--- src/rtl/kg_pkg.sv ---
package kg_pkg;
  localparam int unsigned DATA_W  = 32;
  localparam int unsigned N_PROT  = 4;

  localparam logic [7:0] OFF_CTRL    = 8'h00;
  localparam logic [7:0] OFF_ALARM   = 8'h04;
  localparam logic [7:0] OFF_HIB     = 8'h20;
  localparam logic [7:0] OFF_SCRATCH = 8'h34;
  localparam logic [7:0] OFF_KEY     = 8'h3C;

  localparam logic [15:0] UNLOCK_KEY = 16'hA55A;

  localparam int unsigned BIT_UNLOCKED = 31;
  localparam int unsigned BIT_ERROR    = 0;
  localparam int unsigned BIT_READY    = 7;

  // writable bits of the control word: run, alarm enable, tick irq enable, tick flag
  localparam logic [DATA_W-1:0] CTRL_MASK = 32'h0000_0065;

  function automatic logic [7:0] prot_offset(input int unsigned idx);
    case (idx)
      0:       return OFF_CTRL;
      1:       return OFF_ALARM;
      2:       return OFF_HIB;
      default: return OFF_SCRATCH;
    endcase
  endfunction

  function automatic logic [DATA_W-1:0] prot_mask(input int unsigned idx);
    return (idx == 0) ? CTRL_MASK : {DATA_W{1'b1}};
  endfunction
endpackage

--- src/rtl/kg_countdown.sv ---
// Reloadable down-counter; fire is high in the cycle whose edge ends the delay.
// DELAY must be at least 1.
module kg_countdown #(
  parameter int unsigned DELAY = 4
) (
  input  logic clk,
  input  logic rst_n,
  input  logic start,
  input  logic cancel,
  output logic fire
);
  localparam int unsigned CW = $clog2(DELAY + 1);

  logic [CW-1:0] cnt_q;
  logic [CW-1:0] cnt_d;
  logic          cnt_en;
  logic          running;

  assign running = (cnt_q != '0);
  assign fire    = (cnt_q == CW'(1));

  always_comb begin
    cnt_d = cnt_q;
    if (start) begin
      cnt_d = CW'(DELAY);
    end else if (cancel) begin
      cnt_d = '0;
    end else if (running) begin
      cnt_d = cnt_q - CW'(1);
    end
  end

  assign cnt_en = start | cancel | running;

  always_ff @(posedge clk or negedge rst_n) begin
    if (!rst_n) begin
      cnt_q <= '0;
    end else if (cnt_en) begin
      cnt_q <= cnt_d;
    end
  end
endmodule

--- src/rtl/kg_unlock.sv ---
// Key comparison and one-shot grant.
module kg_unlock #(
  parameter int unsigned UNLOCK_DLY = 4
) (
  input  logic        clk,
  input  logic        rst_n,
  input  logic        key_wr,
  input  logic [15:0] key_val,
  input  logic        consume,
  output logic        unlocked
);
  import kg_pkg::*;

  logic key_ok;
  logic delay_done;
  logic grant_q;
  logic grant_d;
  logic grant_en;

  assign key_ok = (key_val == UNLOCK_KEY);

  kg_countdown #(.DELAY(UNLOCK_DLY)) u_delay (
    .clk    (clk),
    .rst_n  (rst_n),
    .start  (key_wr & key_ok),
    .cancel (key_wr & ~key_ok),
    .fire   (delay_done)
  );

  // a key write of either kind overrides a completion on the same edge
  always_comb begin
    grant_d = grant_q;
    if (key_wr || consume) begin
      grant_d = 1'b0;
    end else if (delay_done) begin
      grant_d = 1'b1;
    end
  end

  assign grant_en = key_wr | consume | delay_done;

  always_ff @(posedge clk or negedge rst_n) begin
    if (!rst_n) begin
      grant_q <= 1'b0;
    end else if (grant_en) begin
      grant_q <= grant_d;
    end
  end

  assign unlocked = grant_q;
endmodule

--- src/rtl/kg_ready.sv ---
// Write-ready flag: low for WR_LAT edges after each accepted write.
module kg_ready #(
  parameter int unsigned WR_LAT = 8
) (
  input  logic clk,
  input  logic rst_n,
  input  logic accept,
  output logic ready
);
  logic lat_done;
  logic rdy_q;
  logic rdy_d;
  logic rdy_en;

  kg_countdown #(.DELAY(WR_LAT)) u_lat (
    .clk    (clk),
    .rst_n  (rst_n),
    .start  (accept),
    .cancel (1'b0),
    .fire   (lat_done)
  );

  always_comb begin
    rdy_d = rdy_q;
    if (accept) begin
      rdy_d = 1'b0;
    end else if (lat_done) begin
      rdy_d = 1'b1;
    end
  end

  assign rdy_en = accept | lat_done;

  always_ff @(posedge clk or negedge rst_n) begin
    if (!rst_n) begin
      rdy_q <= 1'b1;
    end else if (rdy_en) begin
      rdy_q <= rdy_d;
    end
  end

  assign ready = rdy_q;
endmodule

--- src/rtl/kg_regbank.sv ---
// Protected storage words with per-word address decode and write mask.
module kg_regbank #(
  parameter int unsigned ADDR_W = 8
) (
  input  logic                                      clk,
  input  logic                                      rst_n,
  input  logic [ADDR_W-1:0]                         addr,
  input  logic [kg_pkg::DATA_W-1:0]                 wdata,
  input  logic                                      wr_ok,
  output logic [kg_pkg::N_PROT-1:0]                 hit,
  output logic [kg_pkg::N_PROT-1:0][kg_pkg::DATA_W-1:0] q
);
  import kg_pkg::*;

  for (genvar g = 0; g < N_PROT; g++) begin : g_word
    localparam logic [DATA_W-1:0] MASK = prot_mask(g);

    logic [DATA_W-1:0] word_q;
    logic [DATA_W-1:0] word_d;
    logic              word_en;

    assign hit[g]  = (addr == ADDR_W'(prot_offset(g)));
    assign word_en = wr_ok & hit[g];
    assign word_d  = wdata & MASK;

    always_ff @(posedge clk or negedge rst_n) begin
      if (!rst_n) begin
        word_q <= '0;
      end else if (word_en) begin
        word_q <= word_d;
      end
    end

    assign q[g] = word_q;
  end
endmodule

--- src/rtl/keyed_write_guard.sv ---
module keyed_write_guard #(
  parameter int unsigned ADDR_W     = 8,
  parameter int unsigned UNLOCK_DLY = 4,
  parameter int unsigned WR_LAT     = 8
) (
  input  logic              clk,
  input  logic              rst_n,
  input  logic [ADDR_W-1:0] bus_addr,
  input  logic [31:0]       bus_wdata,
  input  logic              bus_we,
  input  logic              bus_re,
  output logic [31:0]       bus_rdata
);
  import kg_pkg::*;

  logic                            key_hit;
  logic                            key_wr;
  logic [N_PROT-1:0]               prot_hit;
  logic [N_PROT-1:0][DATA_W-1:0]   prot_q;
  logic                            prot_wr;
  logic                            accept;
  logic                            drop;
  logic                            unlocked;
  logic                            wr_ready;
  logic                            err_q;
  logic                            err_d;
  logic                            err_en;
  logic                            err_rd;

  assign key_hit = (bus_addr == ADDR_W'(OFF_KEY));
  assign key_wr  = bus_we & key_hit;
  assign prot_wr = bus_we & (|prot_hit);
  assign accept  = prot_wr & unlocked & wr_ready;
  assign drop    = prot_wr & ~(unlocked & wr_ready);
  assign err_rd  = bus_re & key_hit;

  kg_unlock #(.UNLOCK_DLY(UNLOCK_DLY)) u_unlock (
    .clk      (clk),
    .rst_n    (rst_n),
    .key_wr   (key_wr),
    .key_val  (bus_wdata[15:0]),
    .consume  (accept),
    .unlocked (unlocked)
  );

  kg_ready #(.WR_LAT(WR_LAT)) u_ready (
    .clk    (clk),
    .rst_n  (rst_n),
    .accept (accept),
    .ready  (wr_ready)
  );

  kg_regbank #(.ADDR_W(ADDR_W)) u_bank (
    .clk   (clk),
    .rst_n (rst_n),
    .addr  (bus_addr),
    .wdata (bus_wdata),
    .wr_ok (accept),
    .hit   (prot_hit),
    .q     (prot_q)
  );

  // sticky error: a blocked write sets it, a strobed status read clears it
  always_comb begin
    err_d = err_q;
    if (drop) begin
      err_d = 1'b1;
    end else if (err_rd) begin
      err_d = 1'b0;
    end
  end

  assign err_en = drop | err_rd;

  always_ff @(posedge clk or negedge rst_n) begin
    if (!rst_n) begin
      err_q <= 1'b0;
    end else if (err_en) begin
      err_q <= err_d;
    end
  end

  always_comb begin
    bus_rdata = '0;
    if (key_hit) begin
      bus_rdata[BIT_UNLOCKED] = unlocked;
      bus_rdata[BIT_ERROR]    = err_q;
    end
    for (int i = 0; i < N_PROT; i++) begin
      if (prot_hit[i]) begin
        bus_rdata = prot_q[i];
      end
    end
    if (prot_hit[0]) begin
      bus_rdata[BIT_READY] = wr_ready;
    end
  end
endmodule

--- config.mk ---
export PLATFORM = sky130hd
export DESIGN_NAME = keyed_write_guard
export DESIGN_NICKNAME = d
export VERILOG_FILES = /design/src/rtl/kg_pkg.sv /design/src/rtl/kg_countdown.sv /design/src/rtl/kg_unlock.sv /design/src/rtl/kg_ready.sv /design/src/rtl/kg_regbank.sv /design/src/rtl/keyed_write_guard.sv
export SDC_FILE = /design/constraint.sdc
export NUM_CORES = 1
export LEC_CHECK = 0
export BUFFER_PORTS_ARGS = -buffer_cell sky130_fd_sc_hd__buf_2
export CAP_MARGIN = 0
export CORE_ASPECT_RATIO = 1.25
export CORE_MARGIN = 5
export CORE_UTILIZATION = 57
export CTS_CLUSTER_SIZE = 20
export DETAILED_ROUTE_END_ITERATION = 7
export HOLD_SLACK_MARGIN = 0.02
export PLACE_DENSITY = 0.8
export SYNTH_ARGS = -nofsm -noshare
export SYNTH_HDL_FRONTEND = slang
export SYNTH_SLANG_ARGS = --single-unit
export TNS_END_PERCENT = 20
--- constraint.sdc ---
create_clock -name clk -period 2 [get_ports clk]
set_input_delay 0.1 -clock clk [delete_from_list [all_inputs] [get_ports clk]]
set_output_delay 0.1 -clock clk [all_outputs]
set_load 0.1 [all_outputs]
Word-level counts from Yosys, hierarchy flattened
Index checks and enable logic that the tools add are counted.
{"block": "word_totals", "ff_bits": 110, "inputBits": 44, "output_inout_bits": 32, "wordCells": 73}
{"block": "classes", "add_sub_neg": 2, "n_eq_ne": 7, "mux": 18, "n_bitwise": 22, "reduce_logical": 15}
{"cell": "$mux W32", "n": 4}
{"cell": "$eq A8 B6 Y1 const B", "n": 3}
{"cell": "$eq A16 B16 Y1 const B", "n": 1}
{"cell": "$and A1 B1 Y1", "n": 13}
{"cell": "$reduce_and A2 Y1", "n": 5}
{"cell": "$mux W1", "n": 9}
{"cell": "$mux W3", "n": 3}
{"cell": "$eq A8 B3 Y1 const B", "n": 1}
{"cell": "$logic_not A8 Y1", "n": 1}
{"cell": "$mux W4", "n": 2}
{"cell": "$reduce_bool A2 Y1", "n": 4}
{"cell": "$or A1 B1 Y1", "n": 7}
{"cell": "$reduce_bool A3 Y1", "n": 2}
{"cell": "$eq A4 B1 Y1 const B", "n": 1}
{"cell": "$reduce_bool A4 Y1", "n": 1}
{"cell": "$reduce_or A4 Y1", "n": 1}
{"cell": "$sub A4 B1 Y4 const B", "n": 1}
{"cell": "$eq A3 B1 Y1 const B", "n": 1}
{"cell": "$sub A3 B1 Y3 const B", "n": 1}
{"cell": "$not A1 Y1", "n": 2}
{"cell": "$logic_or A1 B1 Y1", "n": 1}

Logic depth before layout (Yosys ltp)
Gate-level depths: netlist (run 1).
{"block": "depth", "ltp_word": 8, "mapped_depth": 7, "mapped_depth_nobuf": 6}

By module
Synthesis (run 1) repeated with hierarchy kept, for this count alone.
{"block": "unflattened", "cells_unflattened": 473, "hier_area_um2": 5947.0}
{"module": "kg_regbank", "n_inst": 1, "cells_per_inst": 252, "area_per_inst_um2": 4157.7, "seq_area_each_um2": 2502.4}
{"module": "keyed_write_guard", "n_inst": 1, "cells_per_inst": 169, "area_per_inst_um2": 1218.7, "seq_area_each_um2": 25.0}
{"module": "kg_countdown (u_ready.u_lat)", "n_inst": 1, "cells_per_inst": 21, "area_per_inst_um2": 230.2, "seq_area_each_um2": 100.1}
{"module": "kg_countdown (u_unlock.u_delay)", "n_inst": 1, "cells_per_inst": 17, "area_per_inst_um2": 196.4, "seq_area_each_um2": 75.1}
{"module": "kg_unlock", "n_inst": 1, "cells_per_inst": 11, "area_per_inst_um2": 103.8, "seq_area_each_um2": 25.0}
{"module": "kg_ready", "n_inst": 1, "cells_per_inst": 3, "area_per_inst_um2": 40.0, "seq_area_each_um2": 26.3}

Worst setup path after synthesis (run 1)
Ideal clock, no wire load.
{"block": "synth_timing", "path_kind": "input to output", "startpoint": "in bus_addr[2]", "endpoint": "out bus_rdata[7]", "arrival_ns": 5.510, "required_time_ns": 1.900, "setup_slack_ns": -3.610, "path_stages": 5, "n_path_buf": 2, "path_cell_list": "clkbuf_1 clkbuf_1 and3_1 nand2_1 a2111oi_0"}
{"block": "synth_between", "elab_chain_cells": 5, "elab_cells_between_ends": 8, "cone_classes": "eq/ne (3); mux (4); reduce/logical (1)"}
{"item": "start: declaration", "line_no": "keyed_write_guard.sv:8", "text": "input logic [ADDR_W-1:0] bus_addr,"}
{"item": "$eq A8 B3 Y1", "line_no": "kg_regbank.sv:22", "text": "assign hit[g] = (addr == ADDR_W'(prot_offset(g)));"}
{"item": "$mux W32 (3 in series)", "line_no": "keyed_write_guard.sv:90", "text": "if (prot_hit[i]) begin"}
{"item": "$mux W1 (*)", "line_no": "keyed_write_guard.sv:94", "text": "if (prot_hit[0]) begin"}
{"item": "end: declaration", "line_no": "keyed_write_guard.sv:12", "text": "output logic [31:0] bus_rdata"}
Mark *: on every way between the ends. The rest lies on a longest branch, timed or not.

Worst setup path after layout (run 1)
{"block": "layout_timing", "startpoint": "in bus_addr[3]", "endpoint": "out bus_rdata[0]"}
{"block": "layout_between", "elab_chain_cells": 6, "elab_cells_between_ends": 10, "cone_classes": "eq/ne (4); mux (5); reduce/logical (1)"}
{"item": "$eq A8 B6 Y1", "line_no": "keyed_write_guard.sv:30", "text": "assign key_hit = (bus_addr == ADDR_W'(OFF_KEY));"}
{"item": "$mux W1", "line_no": "keyed_write_guard.sv:85", "text": "if (key_hit) begin"}
{"item": "$mux W32 (3 in series)", "line_no": "keyed_write_guard.sv:90"}
{"item": "$mux W32 (*)", "line_no": "keyed_write_guard.sv:90"}
Marked as above.

==> results of run 1 <==
where the power goes:
part           total [W]  switching, W  internal [W]
logic           0.000675      0.000343      0.000332
clock network    0.00117      0.000721      0.000450
registers        0.00254      0.000125       0.00242
layer usage:
layer / vias to the layer above / track usage, % / part of all wire [%]
li1: 1635 / - / -
met1: 1915 / 29.1 / 42
met2: 95 / 40.2 / 53
met3: 12 / 4.58 / 4.0
met4: 0 / 6.65 / 1.2
met5: - / 0 / 0
cell usage after synthesis, types with 3 or more instances:
cell	n	area [um2]
nand2_1	14	52.6
mux2_1	30	338
ha_1	5	62.6
nor3_1	9	45.0
mux2_2	73	822
nor2b_1	3	18.8
o21ai_0	5	25.0
nor4bb_1	3	30.0
nor2_1	11	41.3
dfrtp_1	109	2730
inv_1	32	120
a222oi_1	26	260
buf_2	13	65.1
a22oi_1	4	30.0
and3_1	4	25.0
clkbuf_1	11	41.3
a21oi_1	6	30.0
layout by cell type, fill, tap and decap left out, drive strengths merged, types with 3 or more instances in the layout:
cell type / count
clkinv: 3
a22oi: 4
buf: 92
dlygate4sd3: 29
o21ai: 5
inv: 33
nor2b: 3
nor3: 10
clkbuf: 10
ha: 5
nand2: 14
a222oi: 26
dfrtp: 109
nor2: 11
a21oi: 6
nor4bb: 3
mux2: 103
and3: 4
state kept, by name, summed over array words and instances, names as in the netlist:
name and count:
u_ready.ready 1, err_q 1, u_ready.u_lat.cnt_q 4, u_unlock.unlocked 1, u_bank.g_word.word_q 100, u_unlock.u_delay.cnt_q 3
cell type report:
cell class | instances | area [um2]
Clock buffer | 10 | 128
Clock inverter | 5 | 35.0
Fill cell | 547 | 2080
Inverter | 32 | 120
Multi-Input combinational cell | 224 | 2100
Sequential cell | 110 | 2750
Tap cell | 120 | 150
Timing Repair Buffer | 121 | 1290
metrics by stage:
step	TNS (ns)	worst slack [ns]	total power [W]	hold WS (ns)	utilization (%)
detailed placement	0	0.159	0.00321	0.0396	70.7
CTS	0	0.160	0.00441	0.0205	75.9
global placement	0	0.206	0.00315	0.0342	70.7
floorplan	-1.03	-0.306	0.00297	-0.196	-
finish	0	0.164	0.00439	0.0230	75.9
global route	0	0.0743	0.00460	0.0217	75.9
critical path, delay by kind of cell:
| kind | cells | cell delay [ns] |
|---|---|---|
| and+or+nand+nor | 2 | 0.74 |
| AOI/OAI and AO/OA | 2 | 0.27 |
| buffers and inverters | 3 | 0.61 |
worst min path at each step:
stage | slack, ns | start | end
5_1_grt | 0.02 | bus_wdata[15] | u_bank.g_word[2].word_q[15]$_DFFE_PN0P_
3_3_place_gp | 0.03 | rst_n | err_q$_DFFE_PN0P_
3_5_place_dp | 0.04 | rst_n | err_q$_DFFE_PN0P_
2_1_floorplan | -0.20 | rst_n | err_q$_DFFE_PN0P_
4_1_cts | 0.02 | bus_wdata[15] | u_bank.g_word[2].word_q[15]$_DFFE_PN0P_
6_report | 0.02 | bus_wdata[15] | u_bank.g_word[2].word_q[15]$_DFFE_PN0P_
logic make-up (layout without fill, tap and decap cells):
group	count (synthesis)	in the layout	share of synthesized area [%]
XOR/XNOR	2	2	0.348
adder cells (fa/ha/maj)	5	5	1.24
AND/OR/NAND/NOR	62	62	7.30
AO/OA/AOI/OAI	50	50	8.35
flip-flops	110	110	54.7
multiplexers	105	105	23.4
buffers and inverters	57	168	4.65
what timing repair did:
action | in CTS | in global routing
hold buffers | 29 | 0
resized for setup | 0 | 0
setup endpoints to repair | 0 | 0
hold endpoints to repair | 102 | 0
==> results by group, run 1 <==
Status
  • Status: completed

Die
  • Row cnt: 38
  • Die Y: around 120 um
  • Core area: 8650 um2
  • IO Count: 76
  • Die ar.: 10800 um2
  • Die width: 94.1 um
  • Starting density of the core: between 50% and 60%

Finish
  • Fin area: 6570 um2
  • Non-filler cells, final: 622
  • Area delta synth->final: 30.5%
  • NumNets Final: 547
  • ANT cells: 0
  • Layout cells sized above 1: 37.6%

Logic synthesis
  • Synth warn: 0
  • Synth Net Count: 440
  • Synth Instances: 391
  • Post-synth EDFFs: 0
  • Distinct cells, synth: 40
  • #FFs+latches synth: between 100 and 150
  • Post-synth ARST share: 100%
  • Sequential share of the synthesized area: a little over half
  • Prevailing post-synth register cell: dfrtp_1
  • Synth Cell Area: 5040 um2
  • Syn Area/Cell: 12.9 um2

STA
  • # setup viols final: 0
  • Slew @ Worst Pin: 0.428 ns
  • RSZ-0062 raised after global routing: false
  • Final Max Tran Viols: 0
  • Max Clk Rate: 545 MHz
  • Fin crit share: 91.8%
  • Worst Skew: 0.0131 ns
  • Worst relative slew slack: 71.4%
  • Tmin final: roughly 1.8 ns
  • Hold Vio Cnt, Final: 0

Power and ir drop
  • Power Dens Cells: 668 nW/um2
  • Peak supply drop: 432 uV
  • Pleak: 3.39 nW

Worst hold path
  • Min-Delay Path Depth: 2
  • Worst min-delay path class: in2reg

Worst setup path
  • CP cell instances: buf_2, or3_1, nor3_4, buf_4, a22oi_1, o21ai_2, buf_12
  • Worst R2R Path Depth: 4
  • RR Endpoint: u_bank.g_word[1].word_q[31]$_DFFE_PN0P_
  • WP data arrival: 1.74 ns
  • Crit path from: bus_addr[3]
  • Slowest stage delay, CP: 0.49 ns
  • Required @ worst endpoint: 1.90 ns
  • Critical path launch point type: primary input
  • R2R Setup Slk: ~0.19 ns
  • Crit path kind: in2out
  • Maximum fanout along the worst path: 17
  • Crit path max-delay cell type: or3_1
  • Setup crit end: bus_rdata[0]
  • Type of element capturing the critical path: primary output
  • FF-to-FF Start: u_ready.ready$_DFFE_PN1P_

CTS
  • H-tree Lvls: 3
  • Clock root cell: clkbuf_8
  • CTS sink cnt: between 100 and 150
  • CTS clk-pin slew, worst paths: 0.09 ns
  • Number of setup buffers added after CTS: 0
  • Clk buf depth: 2
  • Clock Latency Late Sink: 0.36 ns
  • CTS tree: yes
  • CTS buffer count: 9

Drt
  • Mean routed wirelength per cell: 18.7 um
  • Vias/cell: 5.88
  • First-pass detailed-route iteration total: 8
  • Routed WL: 11.7 mm
  • Initial DRC count: 303
  • Post-DRT Antenna Nets: 0
  • Remaining DRCs: 0
  • Vias: 3657

Placement
  • Placed Instances: 578
  • IO Port Bufs: 75
  • Placer Congestion: between 0.8 and 0.9
  • Post-DP HPWL: roughly 8 mm
  • Area after DPL: 6120 um2

Global routing
  • Global-route wire length before repair: 19.3 mm
  • Initial antenna violation count: 0
  • Largest net degree at the start of global routing: 84
  • Total global routing overflow: 0
  • All-Layer GR Usage: 23.0%
  • Vias in the first global route: 3872

Flow run
  • Max Cap Viol: 0
Note: power is estimated with default switching activity, not from simulation.
==> inputs of run 2 (changes only) <==
PLACE_DENSITY = default   (was 0.8)
PLACE_DENSITY_LB_ADDON = 0.08   (was default)
==> results by group, run 2 (synthesized netlist as in run 1, its figures left out) <==
STA
  • Tmin final: between 1.5 and 2 ns
  • Max Clk Rate: 543 MHz
  • Final Max Tran Viols: 0
  • Slew @ Worst Pin: between 0.5 and 0.6 ns
  • Worst Skew: 0.0181 ns
  • Setup_tns: 0 ns
  • Worst relative slew slack: a little over three fifths
  • Hold Vio Cnt, Final: 0
  • Fin crit share: 92.0%
  • RSZ-0062 raised after global routing: false
  • # setup viols final: 0

Worst setup path
  • WP data arrival: roughly 1.7 ns
  • Type of element capturing the critical path: primary output
  • Maximum fanout along the worst path: 17
  • Required @ worst endpoint: 1.90 ns
  • Crit path kind: in2out
  • Critical path launch point type: primary input

Finish
  • Most common cell after layout, fill and taps aside: dfrtp_1
  • Multi-input logic area: 2100 um2
  • # fillers: 579
  • Top Registers: u_bank.g_word.word_q (100), u_ready.u_lat.cnt_q (4), u_unlock.u_delay.cnt_q (3)
  • Most frequent cells in the layout: dfrtp_1, mux2_2, buf_2, buf_12, inv_1
  • Seq. cell area: 2750 um2
  • Top reg by flops: u_bank.g_word.word_q
  • Fin area: 6650 um2
  • ANT cells: 0
  • Non-filler cells, final: 623
  • Final core utilization: 76.8%
  • Layout cells sized above 1: a little under two fifths
  • Area delta synth->final: 32.0%
  • Max reg flops: 100
  • NumNets Final: between 500 and 600

Global routing
  • All-Layer GR Usage: 23.0%
  • Initial antenna violation count: 0
  • Largest net degree at the start of global routing: 42
  • Vias in the first global route: between 3000 and 4000
  • Global-route wire length before repair: 19.5 mm
  • Total global routing overflow: 0

Drt
  • Initial DRC count: 260
  • Routed WL: ~11 mm
  • Mean routed wirelength per cell: 18.4 um
  • Remaining DRCs: 1
  • Post-DRT Antenna Nets: 0
  • First-pass detailed-route iteration total: 8
  • Vias/cell: slightly below 6
  • Vias: 3627

CTS
  • Clk buf depth: 2
  • CTS clk-pin slew, worst paths: 0.09 ns
  • CTS tree: yes
  • CTS buffer count: 9
  • Clock root cell: clkbuf_8
  • Clock Latency Late Sink: about 0.38 ns
  • CTS sink cnt: between 100 and 150
  • H-tree Lvls: 3

Power and ir drop
  • Flop pwr share: a little under three fifths
  • Pleak: ~3.4 nW
  • Peak supply drop: 457 uV
  • Clock power share: between 20% and 30%
  • Overall power: ~0.0044 W
  • Comb pwr share: 15.2%
  • Sw frac: 27.5%
  • Power Dens Cells: 668 nW/um2
  • P_int: 0.00322 W
  • Net switching power: 0.00122 W

Worst hold path
  • Worst min-delay path class: in2reg

Die
  • IO Count: 76
  • Die width: between 90 and 100 um
  • Die Y: roughly 120 um
  • Core area: 8650 um2
  • Die ar.: 10800 um2
  • Row cnt: 38
  • Starting density of the core: 58.2%

Placement
  • Post-DP HPWL: 7.66 mm
  • Placer Congestion: about 0.91
  • Placed Instances: 577
  • IO Port Bufs: 75
  • Area after DPL: around 6000 um2

Flow run
  • Max Cap Viol: 0

Status
  • Status: finished, violations left
  • Failing checks: DRC
[run 2: cell count changes in the layout (fill, tap and decap cells not counted)]
cell           change
buf_4              -5
buf_12             +4
clkinv_2           -2
clkinv_4           +2
dlygate4sd3_1      +2
a2111oi_0          -1
a2111oi_1          +1
inv_6              -1
inv_8              +1
[run 2: path summary, 6_finish.rpt]
| check | startpoint | to | slack [ns] | cells after the start |
|---|---|---|---|---|
| worst max-delay path | bus_addr[3] | bus_rdata[17] | 0.16 | 7 |
| worst min-delay path | bus_we | err_q$_DFFE_PN0P_ | 0.05 | 2 |
| worst max register to register | u_ready.ready$_DFFE_PN1P_ | u_bank.g_word[1].word_q[17]$_DFFE_PN0P_ | 0.32 | 4 |
| worst min register to register | u_bank.g_word[2].word_q[2]$_DFFE_PN0P_ | u_bank.g_word[2].word_q[2]$_DFFE_PN0P_ | 0.50 | 1 |
| max in group asynchronous | rst_n | u_bank.g_word[1].word_q[14]$_DFFE_PN0P_ | 1.06 | 3 |
| min in group asynchronous | rst_n | u_bank.g_word[2].word_q[7]$_DFFE_PN0P_ | 0.24 | 2 |
[run 2: power by group through the flow]
stage | registers (W) | logic (W) | clock network (W)
5_1_grt | 0.00257 | 0.000776 | 0.00134
2_1_floorplan | 0.00255 | 0.000425 | 0
4_1_cts | 0.00254 | 0.000682 | 0.00125
3_3_place_gp | 0.00257 | 0.000593 | 0
3_5_place_dp | 0.00258 | 0.000634 | 0
6_report | 0.00254 | 0.000673 | 0.00122
[run 2: final cells by class]
class / instances / share of cell area, %
tap: 120 / 2.26
sequential: 110 / 41.4
clock inverter: 5 / 0.678
clock buffer: 10 / 1.92
inverter: 32 / 1.81
timing repair buffer: 122 / 20.3
multi-input combinational: 224 / 31.6
[run 2: critical path, cell delays in order]
cell and delay (ns):
buf_2 0.11, or3_1 0.50, nor4_4 0.24, buf_4 0.30, a222oi_1 0.15, inv_1 0.14, buf_12 0.19
[run 2: per-stage QoR]
step / hold WS [ns] / setup WS [ns]
floorplan: -0.196 / -0.306
global placement: 0.121 / 0.216
detailed placement: 0.120 / 0.192
CTS: 0.0310 / 0.159
global route: 0.0344 / 0.0378
finish: 0.0480 / 0.159
[run 2: timing repair]
item / 4_1_cts / 5_1_grt
buffers inserted: 0 / 0
hold endpoints to repair: 123 / 0
resized for setup: 0 / 1
endpoints found under the setup margin: 0 / 1
hold buffers: 31 / 0
[run 2: metal layers]
metal	wire [um]	part of all wire, %	track usage, %	vias to the layer above
met5	0	0	0	-
met4	179	1.6	7.42	0
met3	535	4.7	3.60	16
met2	5890	51	38.9	113
met1	4880	42	30.5	1849
li1	-	-	-	1649
==> inputs of run 3 (changes only) <==
HOLD_SLACK_MARGIN = 0.06   (was 0.02)
PLACE_DENSITY = 0.84   (was default)
PLACE_DENSITY_LB_ADDON = default   (was 0.08)
==> results by group, run 3 (synthesized netlist as in run 1, its figures left out) <==
Die
  • Die ar.: 10800 um2
  • Die Y: 115 um
  • Row cnt: 38
  • Die width: approximately 94 um
  • IO Count: 76
  • Starting density of the core: 58.2%
  • Core area: 8650 um2

CTS
  • CTS buffer count: 9
  • Clock Latency Late Sink: 0.37 ns
  • H-tree Lvls: 3
  • CTS sink cnt: 110
  • Clk buf depth: 2
  • Clock root cell: clkbuf_8
  • CTS clk-pin slew, worst paths: about 0.10 ns
  • Number of setup buffers added after CTS: 0
  • CTS tree: yes

STA
  • Slew @ Worst Pin: 0.743 ns
  • # setup viols final: 0
  • Tmin final: 1.89 ns
  • Final Max Tran Viols: 0
  • Max Clk Rate: ~530 MHz
  • Fin crit share: 94.5%
  • RSZ-0062 raised after global routing: false
  • Setup_tns: 0 ns
  • Worst relative slew slack: 50.5%
  • Hold Vio Cnt, Final: 0
  • Worst Skew: 0.0102 ns

Global routing
  • Global-route wire length before repair: a little over 20 mm
  • All-Layer GR Usage: 24.1%
  • Met2 usage: 41.4%
  • Largest net degree at the start of global routing: 57
  • Initial antenna violation count: 0
  • Grt peak-use layer: met2
  • Vias in the first global route: 4072
  • Routing usage on met1: 30.6%
  • Total global routing overflow: 0
  • M3 GR Usage: ~4.5%

Power and ir drop
  • Power Dens Cells: 674 nW/um2
  • Peak supply drop: 605 uV
  • Pleak: between 3 and 4 nW

Worst setup path
  • Cell family with most CP delay: simple AND/OR/NAND/NOR gates
  • FF-to-FF Start: u_ready.ready$_DFFE_PN1P_
  • WP data arrival: 1.79 ns
  • Critical path launch point type: primary input
  • Maximum fanout along the worst path: 10
  • Slowest stage delay, CP: 0.49 ns
  • Crit path max-delay cell type: nor4_4
  • Crit path from: bus_addr[4]
  • Required @ worst endpoint: approximately 1.9 ns
  • Type of element capturing the critical path: primary output
  • CP cell instances: buf_2, nor4_4, and3_1, buf_4, a222oi_1, inv_1, buf_12
  • Crit path kind: in2out
  • CP Buf/Inv Count: 4

Finish
  • Max reg flops: 100
  • Multi-input logic area: 2100 um2
  • Top Registers: u_bank.g_word.word_q (100), u_ready.u_lat.cnt_q (4), u_unlock.u_delay.cnt_q (3)
  • Most frequent cells in the layout: dfrtp_1, mux2_2, buf_2, dlygate4sd3_1, buf_12
  • Top reg by flops: u_bank.g_word.word_q
  • Seq. cell area: 2750 um2
  • Most common cell after layout, fill and taps aside: dfrtp_1
  • ANT cells: 0
  • NumNets Final: 553
  • Layout cells sized above 1: a little under two fifths
  • Area delta synth->final: 32.5%
  • Non-filler cells, final: 629
  • Final core utilization: roughly 77%
  • # fillers: 546

Drt
  • Vias/cell: 5.82
  • Routed WL: 12.3 mm
  • Remaining DRCs: 0
  • Post-DRT Antenna Nets: 0
  • Vias: 3661
  • Initial DRC count: around 350
  • Mean routed wirelength per cell: 19.6 um
  • First-pass detailed-route iteration total: 7

Placement
  • Post-DP HPWL: 7.87 mm
  • IO Port Bufs: 75
  • Placer Congestion: 0.815
  • Placed Instances: 578

Flow run
  • Max Cap Viol: 0

Worst hold path
  • Worst min-delay path class: in2reg
  • Hold path startpoint: bus_addr[0]

Status
  • Status: completed
==> run 3: cell types whose count changed in the layout (fill, tap and decap cells not counted), moves of 2 or more <==
cell,change
clkinv_2,+2
buf_12,-2
buf_4,+3
dlygate4sd3_1,+4
inv_6,+2
==> run 3: what timing repair did <==
item                       4_1_cts  5_1_grt
hold buffers                    35        0
resized for setup                0        1
setup endpoints to repair        0        1
hold endpoints to repair       154        0
==> run 3: tightest hold or removal path, stage by stage <==
cell and delay [ns]:
buf_2 0.10, nor3_1 0.05, and3_1 0.23, nor2_1 0.11
==> run 3: path summary, 6_finish.rpt <==
kind                                                            to  slack (ns)  depth (start not counted)
min in group asynchronous   u_bank.g_word[1].word_q[7]$_DFFE_PN0P_        0.33                          2
hold reg to reg            u_bank.g_word[2].word_q[27]$_DFFE_PN0P_        0.50                          1
max in group asynchronous   u_bank.g_word[1].word_q[1]$_DFFE_PN0P_        1.05                          3
setup / recovery                                     bus_rdata[29]        0.11                          7
setup reg to reg           u_bank.g_word[1].word_q[23]$_DFFE_PN0P_        0.37                          4
hold / removal               u_unlock.u_delay.cnt_q[0]$_DFFE_PN0P_        0.28                          4
==> run 3: layout make-up <==
| class | count | share of cell area (%) |
|---|---|---|
| Sequential cell | 110 | 41.3 |
| Tap cell | 120 | 2.25 |
| Multi-Input combinational cell | 224 | 31.4 |
| Timing Repair Buffer | 127 | 20.6 |
| Clock inverter | 7 | 0.843 |
| Inverter | 32 | 1.80 |
| Clock buffer | 9 | 1.86 |
==> run 3: stage by stage <==
step / hold WS [ns] / total power (W) / setup slack [ns] / instance area (um2)
6_report: 0.275 / 0.00450 / 0.111 / 6680
5_1_grt: 0.288 / 0.00475 / 0.0222 / 6680
4_1_cts: 0.260 / 0.00452 / 0.131 / 6670
3_5_place_dp: 0.200 / 0.00322 / 0.157 / 6140
3_3_place_gp: 0.194 / 0.00314 / 0.187 / 6140
2_1_floorplan: -0.196 / 0.00297 / -0.306 / 5080
==> run 3: power by group <==
group	total, W	switching, W	leakage, nW	internal, W
registers	0.00254	0.000128	1.50	0.00242
clock network	0.00126	0.000789	0.0959	0.000472
logic	0.000694	0.000353	1.84	0.000341
==> run 3: metal layers <==
metal	wire [um]	vias to the layer above	share of wire, %
met2	6460	129	52
met1	4960	1850	40
li1	-	1656	-
met5	0	-	0
met4	249	0	2.0
met3	631	26	5.1
